**src/rtl/csr_cmd_pkg.sv**
```systemverilog
package csr_cmd_pkg;
  localparam int unsigned DATA_W    = 32;
  localparam int unsigned LANE_W    = 8;
  localparam int unsigned NUM_LANES = DATA_W / LANE_W;
  localparam int unsigned SEL_W     = LANE_W - 1;
  localparam int unsigned NUM_REGS  = 5;
  localparam int unsigned ADDR_W    = 9;
  localparam int unsigned NUM_TX    = 4;
  localparam int unsigned TX_LSB    = 8;
  localparam int unsigned RX_BIT    = 16;

  localparam int unsigned IDX_IRQ  = 0;
  localparam int unsigned IDX_RUN  = 1;
  localparam int unsigned IDX_CFGA = 2;
  localparam int unsigned IDX_CFGB = 3;
  localparam int unsigned IDX_WAKE = 4;

  typedef logic [DATA_W-1:0] word_t;
  typedef logic [ADDR_W-1:0] addr_t;

  function automatic addr_t reg_offset(input int unsigned idx);
    case (idx)
      IDX_IRQ:  return addr_t'(9'h040);
      IDX_RUN:  return addr_t'(9'h048);
      IDX_CFGA: return addr_t'(9'h050);
      IDX_CFGB: return addr_t'(9'h054);
      default:  return addr_t'(9'h064);
    endcase
  endfunction

  function automatic word_t reg_mask(input int unsigned idx);
    case (idx)
      IDX_IRQ:  return 32'h1F7F_7F1F;
      IDX_RUN:  return 32'h000F_0F7F;
      IDX_CFGA: return 32'h3F7F_3F7F;
      IDX_CFGB: return 32'h203C_7E07;
      default:  return 32'h0000_001B;
    endcase
  endfunction

  function automatic word_t reg_self_clr(input int unsigned idx);
    word_t m;
    m = '0;
    if (idx == IDX_RUN) begin
      for (int unsigned i = 0; i < NUM_TX; i++) m[TX_LSB+i] = 1'b1;
      m[RX_BIT] = 1'b1;
    end
    return m;
  endfunction

  // polarity-bit positions, top bit of every lane
  function automatic word_t val_positions();
    word_t m;
    m = '0;
    for (int unsigned k = 0; k < NUM_LANES; k++) m[k*LANE_W+SEL_W] = 1'b1;
    return m;
  endfunction
endpackage

```
**src/rtl/csr_lane_upd.sv**
```systemverilog
module csr_lane_upd
  import csr_cmd_pkg::*;
(
  input  logic [SEL_W-1:0]  cur_i,
  input  logic [LANE_W-1:0] wbyte_i,
  input  logic              en_i,
  input  logic [SEL_W-1:0]  mask_i,
  output logic [SEL_W-1:0]  nxt_o
);
  logic [SEL_W-1:0] sel;
  logic             pol;

  assign sel = wbyte_i[SEL_W-1:0] & mask_i;
  assign pol = wbyte_i[LANE_W-1];

  always_comb begin
    nxt_o = cur_i & mask_i;
    if (en_i) begin
      if (pol) nxt_o = (cur_i | sel) & mask_i;
      else     nxt_o = cur_i & ~sel & mask_i;
    end
  end
endmodule

```
**src/rtl/csr_cmd_reg.sv**
```systemverilog
module csr_cmd_reg
  import csr_cmd_pkg::*;
#(
  parameter word_t IMPL_MASK = '1,
  parameter word_t SELF_CLR  = '0
) (
  input  logic                 clk_i,
  input  logic                 rst_ni,
  input  logic                 wr_en_i,
  input  logic [NUM_LANES-1:0] be_i,
  input  word_t                wdata_i,
  output word_t                q_o
);
  localparam word_t HOLD_MASK = ~SELF_CLR;

  word_t q, base, nxt;

  // demand bits drop before the write is applied, so a write wins
  assign base = q & HOLD_MASK;

  for (genvar k = 0; k < NUM_LANES; k++) begin : g_lane
    csr_lane_upd u_lane (
      .cur_i   (base[k*LANE_W +: SEL_W]),
      .wbyte_i (wdata_i[k*LANE_W +: LANE_W]),
      .en_i    (wr_en_i & be_i[k]),
      .mask_i  (IMPL_MASK[k*LANE_W +: SEL_W]),
      .nxt_o   (nxt[k*LANE_W +: SEL_W])
    );
    assign nxt[k*LANE_W+SEL_W] = 1'b0;

    p_lane_set_r2: assert property (@(posedge clk_i) disable iff (!rst_ni)
      (wr_en_i && be_i[k] && wdata_i[k*LANE_W+SEL_W])
      |=> ((q[k*LANE_W +: SEL_W] & $past(wdata_i[k*LANE_W +: SEL_W]) & IMPL_MASK[k*LANE_W +: SEL_W])
           == ($past(wdata_i[k*LANE_W +: SEL_W]) & IMPL_MASK[k*LANE_W +: SEL_W])));

    p_lane_clr_r3: assert property (@(posedge clk_i) disable iff (!rst_ni)
      (wr_en_i && be_i[k] && !wdata_i[k*LANE_W+SEL_W])
      |=> ((q[k*LANE_W +: SEL_W] & $past(wdata_i[k*LANE_W +: SEL_W])) == '0));

    p_lane_hold_r4: assert property (@(posedge clk_i) disable iff (!rst_ni)
      (!(wr_en_i && be_i[k]))
      |=> $stable(q[k*LANE_W +: SEL_W] & HOLD_MASK[k*LANE_W +: SEL_W]));
  end

  always_ff @(posedge clk_i or negedge rst_ni) begin
    if (!rst_ni) q <= '0;
    else         q <= nxt;
  end

  assign q_o = q;

  p_idle_hold_r5: assert property (@(posedge clk_i) disable iff (!rst_ni)
    !wr_en_i |=> $stable(q & HOLD_MASK));

  p_unimpl_zero_r6: assert property (@(posedge clk_i) disable iff (!rst_ni)
    (q & ~IMPL_MASK) == '0);

  if (SELF_CLR != '0) begin : g_self_clr_chk
    p_self_clr_r10: assert property (@(posedge clk_i) disable iff (!rst_ni)
      (((q & SELF_CLR) != '0) && !wr_en_i) |=> ((q & SELF_CLR) == '0));
  end
endmodule

```
**src/rtl/csr_rd_mux.sv**
```systemverilog
module csr_rd_mux
  import csr_cmd_pkg::*;
#(
  parameter int unsigned N = NUM_REGS
) (
  input  logic [N-1:0][DATA_W-1:0] regs_i,
  input  logic [N-1:0]             hit_i,
  output word_t                    rdata_o
);
  always_comb begin
    rdata_o = '0;
    for (int unsigned i = 0; i < N; i++)
      rdata_o = rdata_o | (regs_i[i] & {DATA_W{hit_i[i]}});
  end
endmodule

```
**src/rtl/csr_cmd_bank.sv**
```systemverilog
module csr_cmd_bank
  import csr_cmd_pkg::*;
(
  input  logic        clk_i,
  input  logic        rst_ni,
  input  logic [8:0]  addr_i,
  input  logic [31:0] wdata_i,
  input  logic [3:0]  be_i,
  input  logic        we_i,
  input  logic        re_i,
  output logic [31:0] rdata_o,
  output logic [31:0] irq_en_o,
  output logic [31:0] run_ctl_o,
  output logic [31:0] cfg_a_o,
  output logic [31:0] cfg_b_o,
  output logic [31:0] wake_ctl_o,
  output logic [3:0]  tx_kick_o,
  output logic        rx_kick_o
);
  localparam word_t VAL_POS = val_positions();

  logic [NUM_REGS-1:0]             hit;
  logic [NUM_REGS-1:0][DATA_W-1:0] regs_q;
  word_t                           rd_word, rdata_q;

  for (genvar i = 0; i < NUM_REGS; i++) begin : g_reg
    assign hit[i] = (addr_i == reg_offset(i));

    csr_cmd_reg #(
      .IMPL_MASK (reg_mask(i)),
      .SELF_CLR  (reg_self_clr(i))
    ) u_reg (
      .clk_i   (clk_i),
      .rst_ni  (rst_ni),
      .wr_en_i (we_i & hit[i]),
      .be_i    (be_i),
      .wdata_i (wdata_i),
      .q_o     (regs_q[i])
    );
  end

  csr_rd_mux #(.N(NUM_REGS)) u_rd_mux (
    .regs_i  (regs_q),
    .hit_i   (hit),
    .rdata_o (rd_word)
  );

  always_ff @(posedge clk_i or negedge rst_ni) begin
    if (!rst_ni)   rdata_q <= '0;
    else if (re_i) rdata_q <= rd_word;
    else           rdata_q <= '0;
  end

  assign rdata_o    = rdata_q;
  assign irq_en_o   = regs_q[IDX_IRQ];
  assign run_ctl_o  = regs_q[IDX_RUN];
  assign cfg_a_o    = regs_q[IDX_CFGA];
  assign cfg_b_o    = regs_q[IDX_CFGB];
  assign wake_ctl_o = regs_q[IDX_WAKE];
  assign tx_kick_o  = regs_q[IDX_RUN][TX_LSB +: NUM_TX];
  assign rx_kick_o  = regs_q[IDX_RUN][RX_BIT];

  p_hit_onehot_r7: assert property (@(posedge clk_i) disable iff (!rst_ni)
    $onehot0(hit));

  p_rd_miss_r8: assert property (@(posedge clk_i) disable iff (!rst_ni)
    (re_i && (hit == '0)) |=> (rdata_o == '0));

  p_miss_no_wr_r8: assert property (@(posedge clk_i) disable iff (!rst_ni)
    (hit == '0) |=> ($stable(irq_en_o) && $stable(cfg_a_o) && $stable(cfg_b_o)
                     && $stable(wake_ctl_o)));

  p_rd_idle_r9: assert property (@(posedge clk_i) disable iff (!rst_ni)
    !re_i |=> (rdata_o == '0));

  p_rd_old_r9: assert property (@(posedge clk_i) disable iff (!rst_ni)
    (re_i && hit[IDX_CFGA]) |=> (rdata_o == $past(cfg_a_o)));

  p_val_bits_r6: assert property (@(posedge clk_i) disable iff (!rst_ni)
    (rdata_o & VAL_POS) == '0);
endmodule

```
**config.mk**
```make
export PLATFORM = sky130hd
export DESIGN_NAME = csr_cmd_bank
export DESIGN_NICKNAME = d
export VERILOG_FILES = /design/src/rtl/csr_cmd_pkg.sv /design/src/rtl/csr_lane_upd.sv /design/src/rtl/csr_cmd_reg.sv /design/src/rtl/csr_rd_mux.sv /design/src/rtl/csr_cmd_bank.sv
export SDC_FILE = /design/constraint.sdc
export NUM_CORES = 1
export LEC_CHECK = 0
export ABC_AREA = 1
export CAP_MARGIN = 40
export CORE_UTILIZATION = 48
export CTS_CLUSTER_SIZE = 14
export DETAILED_ROUTE_END_ITERATION = 10
export PLACE_DENSITY = 0.87
export SETUP_SLACK_MARGIN = 0.15
export SLEW_MARGIN = 20
export SYNTH_ARGS = -nofsm -noshare
export SYNTH_HDL_FRONTEND = slang
export SYNTH_SLANG_ARGS = --single-unit
```
**constraint.sdc**
```tcl
create_clock -name clk_i -period 2.7 [get_ports clk_i]
set_clock_uncertainty 0.1 [all_clocks]
set_input_delay 0.675 -clock clk_i [delete_from_list [all_inputs] [get_ports clk_i]]
set_output_delay 0.675 -clock clk_i [all_outputs]
set_load 0.05 [all_outputs]
```
==> impl_metrics.toml, run 1 <==
[synth]
netlist_top_cells_area = "dfrtp_1, nand2_1, buf_4"
syn_area_um2 = 6341
yosys-top-cells-count = "nand2_1, dfrtp_1, inv_1"
ys_warn_count = 0
ys_types = 27
synth_area_leader_cell = "dfrtp_1"
synth_ff_type = "dfrtp_1"
async_reset_ff_share_pct = 100.0
syn_avg_cell_area_um2 = 7.513
ys_seq_elements = 110
yosysTopAreaCellShare_pct = 43.41
synth_cells = 844
synth-edff-count = 0
yosysMostFrequentCell = "nand2_1"
seq_area_frac_synth_pct = 43.41

[setup_path]
cp_max_fo = 3
crit_type = "flop to output port"
crit_chain = "clkdlybuf4s50_1"
max_stage_delay_ps = 840
cpMaxStageDelayCell = "clkdlybuf4s50_1"
cp.required_ps = 1920
path_buf_inv = 1
crit_family = "buffers and inverters"
end_kind = "output port"
crit_arrival_ps = 1590
start_kind = "flop"

[clock_network]
cts_tree = "built"
ctsResizeCount = 0
cts.sinks = 110
cts_buffer_depth = 2
cts_buffers = 9
clk_pin_slew_ps = 70
worstSkewPairLatency_ps = 350
htree_levels = 3
hold_buffers = 0
post_cts_buffers = 0
cts-root-buf = "clkbuf_16"

[power_and_ir_drop]
cellLeakagePower_nw = 4.121
design_power_total_w = 0.003476
powerDensity_nw_per_um2 = 427.0
peakVddDrop_uv = 325.9

[floorplan]
start_util_pct = 49.64
die_w_um = 116.9
core_area_um2 = 12770
row_count = 41
pin_count = 246
dieHeight_um = 116.9
dieArea_um2 = 13670

[finish]
syn_to_final_growth_pct = 28.37
fillers = 1100
regArea_um2 = 2753
antenna_cells = 0
drive_gt1_share_pct = 6.394
layout.nets = 1046
multi_input_area_um2 = 2624

[timing]
rsz0062_at_grt = "no"
finalSetupViolations = 0
fmax_ghz = 0.4226
slew_violations = 0
setup-tns-final_ps = 0
max_slew_margin_pct = 61.42
post-route-period-util_pct = 87.65
setup_slack_ps = 333.6
finalHoldViolations = 0
worst_pin_slew_ps = 576.9
layout_min_cycle_time_ps = 2366

[hold_path]
holdCritPathClass = "input pin to async pin"

[global_routing]
grt_pass1_vias = 5373
grt_start_max_net_pins = 42
grtUsageTotal_pct = 25.62
grt_antenna_before_repair = 0
grt_pass1_wl_um = 26580
grt_remaining_overflow = 0

[routing]
drc_errors = 0
drtPass1Iterations = 5
vias = 5800
final_antenna_net_count = 0
wl_um = 16940
wl_per_cell_um = 14.44
viasPerCell = 4.945
drt_iter0_markers = 455

[place]
hpwl_um = 12260
port_buffers = 162
place.gp.congestion = 0.8721
pre_cts_ws_ps = 80.90

[run]
maxCapViolations = 0

[outcome]
status = "complete, no violations"
## power breakdown
group          switching [W]  leakage, nW  internal (W)
Clock               0.000595        0.129      0.000648
Combinational       0.000457         2.63      0.000110
Sequential        0.00000914         1.36       0.00166
## per-layer routing
| layer | global-route usage, % | vias up | wire (µm) |
|---|---|---|---|
| met5 | 0 | - | 0 |
| met4 | 13.16 | 0 | 614 |
| met3 | 4.737 | 47 | 1052 |
| met2 | 42.52 | 238 | 8200 |
| met1 | 32.08 | 2730 | 7068 |
| li1 | - | 2785 | - |
## placed cells by master, fill, tap and decap left out, drive strengths merged
master | netlist | final
nand3 | 63 | 63
nor2 | 50 | 50
nor4 | 1 | 1
clkdlybuf4s50 | 0 | 161
o21bai | 7 | 7
nor3 | 1 | 1
o21ai | 13 | 13
nand4 | 72 | 72
buf | 105 | 26
nand2 | 277 | 277
clkinv | 1 | 3
inv | 112 | 112
dfrtp | 110 | 110
conb | 1 | 82
clkinvlp | 0 | 1
a21oi | 10 | 10
clkbuf | 21 | 12
## stage by stage
stage	util (%)	hold slack [ps]	instance area (µm²)	std cells
5_1_grt	63.73	236.9	8140	1173
4_1_cts	63.73	217.5	8140	1173
3_5_place_dp	61.63	384.7	7873	1158
3_3_place_gp	61.63	378.5	7873	1158
2_1_floorplan	-	279.4	6645	925
6_report	63.73	200.1	8140	1173
## kinds of logic (layout without fill, tap and decap cells)
group / count (synthesis) / count (layout) / share of synthesized area, %
buf+inv: 239 / 315 / 20.01
flops: 110 / 110 / 43.41
simple gates: 464 / 464 / 33.88
other cells: 1 / 82 / 0.05914
compound gates: 30 / 30 / 2.644
## final cells by class
cell class              instances  share of cell area (%)
flip-flops and latches        110                   33.81
multi-input cells             576                   32.23
repair buffers                187                   22.81
inverters                     113                   5.211
clock buffers                  12                   3.028
well taps                     172                   2.644
clock inverters                 3                  0.2613
## worst paths after layout
check	slack, ps	endpoint	cells after the start	from
worst max-delay path	330	cfg_a_o[16]	1	flop
worst min-delay path	200	async pin	1	rst_ni
worst max register to register	1660	rdata_o[4]	4	flop
worst min register to register	400	flop	2	flop
max in group asynchronous	1610	rdata_o[1]	2	rst_ni
min in group clk_i	400	flop	2	flop
No activity file was read; power rests on OpenSTA's default activity.
==> inputs of run 2 (changes only) <==
--- a/config.mk
+++ b/config.mk
@@ -7,6 +7,7 @@
 export LEC_CHECK = 0
 export ABC_AREA = 1
 export CAP_MARGIN = 40
+export CORE_MARGIN = 2
 export CORE_UTILIZATION = 48
 export CTS_CLUSTER_SIZE = 14
 export DETAILED_ROUTE_END_ITERATION = 10
==> impl_metrics.toml, run 2 (synthesized netlist as in run 1, its figures left out) <==
[timing]
whs_ps = 244.2
finalSetupViolations = 0
max_slew_margin_pct = 59.30
setup-tns-final_ps = 0
post-route-period-util_pct = 87.53
fmax_ghz = 0.4231
finalHoldViolations = 0
layout_min_cycle_time_ps = 2363
worst_pin_slew_ps = 610.4
slew_violations = 0
rsz0062_at_grt = "no"

[routing]
viasPerCell = 4.938
wl_per_cell_um = 14.53
wl_um = 17060
drtPass1Iterations = 6
drt_iter0_markers = 612
drc_errors = 0
final_antenna_net_count = 0
vias = 5797

[floorplan]
core_area_um2 = 12770
dieHeight_um = 118.9
pin_count = 246
dieArea_um2 = 14150
row_count = 41
die_w_um = 118.9
start_util_pct = 49.64

[clock_network]
worstSkewPairLatency_ps = 330
cts_buffers = 9
clk_pin_slew_ps = 70
htree_levels = 3
cts.sinks = 110
cts-root-buf = "clkbuf_16"
post_cts_buffers = 0
hold_buffers = 0
cts_tree = "built"
cts_buffer_depth = 2
ctsResizeCount = 0

[power_and_ir_drop]
design_power_total_w = 0.003540
p_comb_share_pct = 16.1
peakVddDrop_uv = 388.0
power_frac_seq_pct = 47.1
powerDensity_nw_per_um2 = 432.4
p_int_w = 0.002474
switching_power_w = 0.001066
cellLeakagePower_nw = 4.148
clkPwrFrac_pct = 36.9
p_sw_share_pct = 30.12

[setup_path]
crit_arrival_ps = 1590
max_stage_delay_ps = 830
cpMaxStageDelayCell = "clkdlybuf4s50_1"
path_buf_inv = 1
start_kind = "flop"
crit_type = "flop to output port"
cp.required_ps = 1920
crit_family = "buffers and inverters"
cp_max_fo = 3
end_kind = "output port"
crit_chain = "clkdlybuf4s50_1"

[global_routing]
met1_usage_pct = 31.68
grt_antenna_before_repair = 0
grt_pass1_vias = 5289
grtUsageTotal_pct = 24.05
grtUsageMet3_pct = 5.268
grt_pass1_wl_um = 27100
use_met2_pct = 38.79
grt_remaining_overflow = 0
grt_start_max_net_pins = 45
busiest_layer = "met2"

[finish]
layout.nets = 1047
fillers = 1093
final_cells = 1174
syn_to_final_growth_pct = 29.08
layout_commonest_cell = "nand2_1"
antenna_cells = 0
final_cell_mix = "nand2_1, clkdlybuf4s50_1, dfrtp_1"
drive_gt1_share_pct = 6.687
design_area_um2 = 8185

[place]
port_buffers = 162
place.gp.congestion = 0.8756
placedInstanceArea_um2 = 7893
hpwl_um = 12440
dp_cells = 1159

[run]
maxCapViolations = 0

[hold_path]
holdCritPathClass = "input pin to async pin"

[outcome]
status = "complete, no violations"
## run 2: layout make-up
class / instances / area [µm²] / share of cell area [%]
Sequential cell: 110 / 2753 / 33.63
Clock inverter: 3 / 26.28 / 0.3210
Tap cell: 172 / 215.2 / 2.629
Clock buffer: 12 / 266.5 / 3.256
Timing Repair Buffer: 188 / 1877 / 22.93
Multi-Input combinational cell: 576 / 2624 / 32.05
Inverter: 113 / 424.2 / 5.182
## run 2: per-stage QoR
step / setup WS (ps) / util [%]
finish: 336.6 / 64.08
global route: 275.8 / 64.08
CTS: 327.2 / 64.08
detailed placement: 117.8 / 61.79
global placement: 179.7 / 61.79
floorplan: 848.9 / -
## run 2: final timing paths
check / start / end / slack, ps / depth (start not counted)
worst min-delay path: rst_ni / async pin / 240 / 1
min in group clk_i: flop / flop / 400 / 2
worst max register to register: flop / rdata_o[3] / 1670 / 4
max in group asynchronous: rst_ni / async pin / 1520 / 2
worst max-delay path: flop / run_ctl_o[5] / 340 / 1
worst min register to register: flop / flop / 400 / 2
## run 2: power by group through the flow
stage | sequential, W | clock, W | combinational [W]
6_report | 0.00167 | 0.00131 | 0.000568
5_1_grt | 0.00167 | 0.00140 | 0.000602
4_1_cts | 0.00167 | 0.00133 | 0.000566
3_5_place_dp | 0.00170 | 0 | 0.000564
3_3_place_gp | 0.00170 | 0 | 0.000561
2_1_floorplan | 0.00174 | 0 | 0.000429
## run 2: routing by layer
| metal | share of wire [%] | vias up |
|---|---|---|
| met5 | 0 | - |
| met2 | 49 | 286 |
| met3 | 8.2 | 38 |
| met1 | 40 | 2687 |
| met4 | 3.0 | 0 |
| li1 | - | 2786 |
==> inputs of run 3 (changes only) <==
--- a/config.mk
+++ b/config.mk
@@ -13,7 +13,7 @@
 export DETAILED_ROUTE_END_ITERATION = 10
 export PLACE_DENSITY = 0.87
 export SETUP_SLACK_MARGIN = 0.15
-export SLEW_MARGIN = 20
+export SLEW_MARGIN = 40
 export SYNTH_ARGS = -nofsm -noshare
 export SYNTH_HDL_FRONTEND = slang
 export SYNTH_SLANG_ARGS = --single-unit
==> results of run 3 <==
Final layout, timing and power as in run 2 (identical DEF).
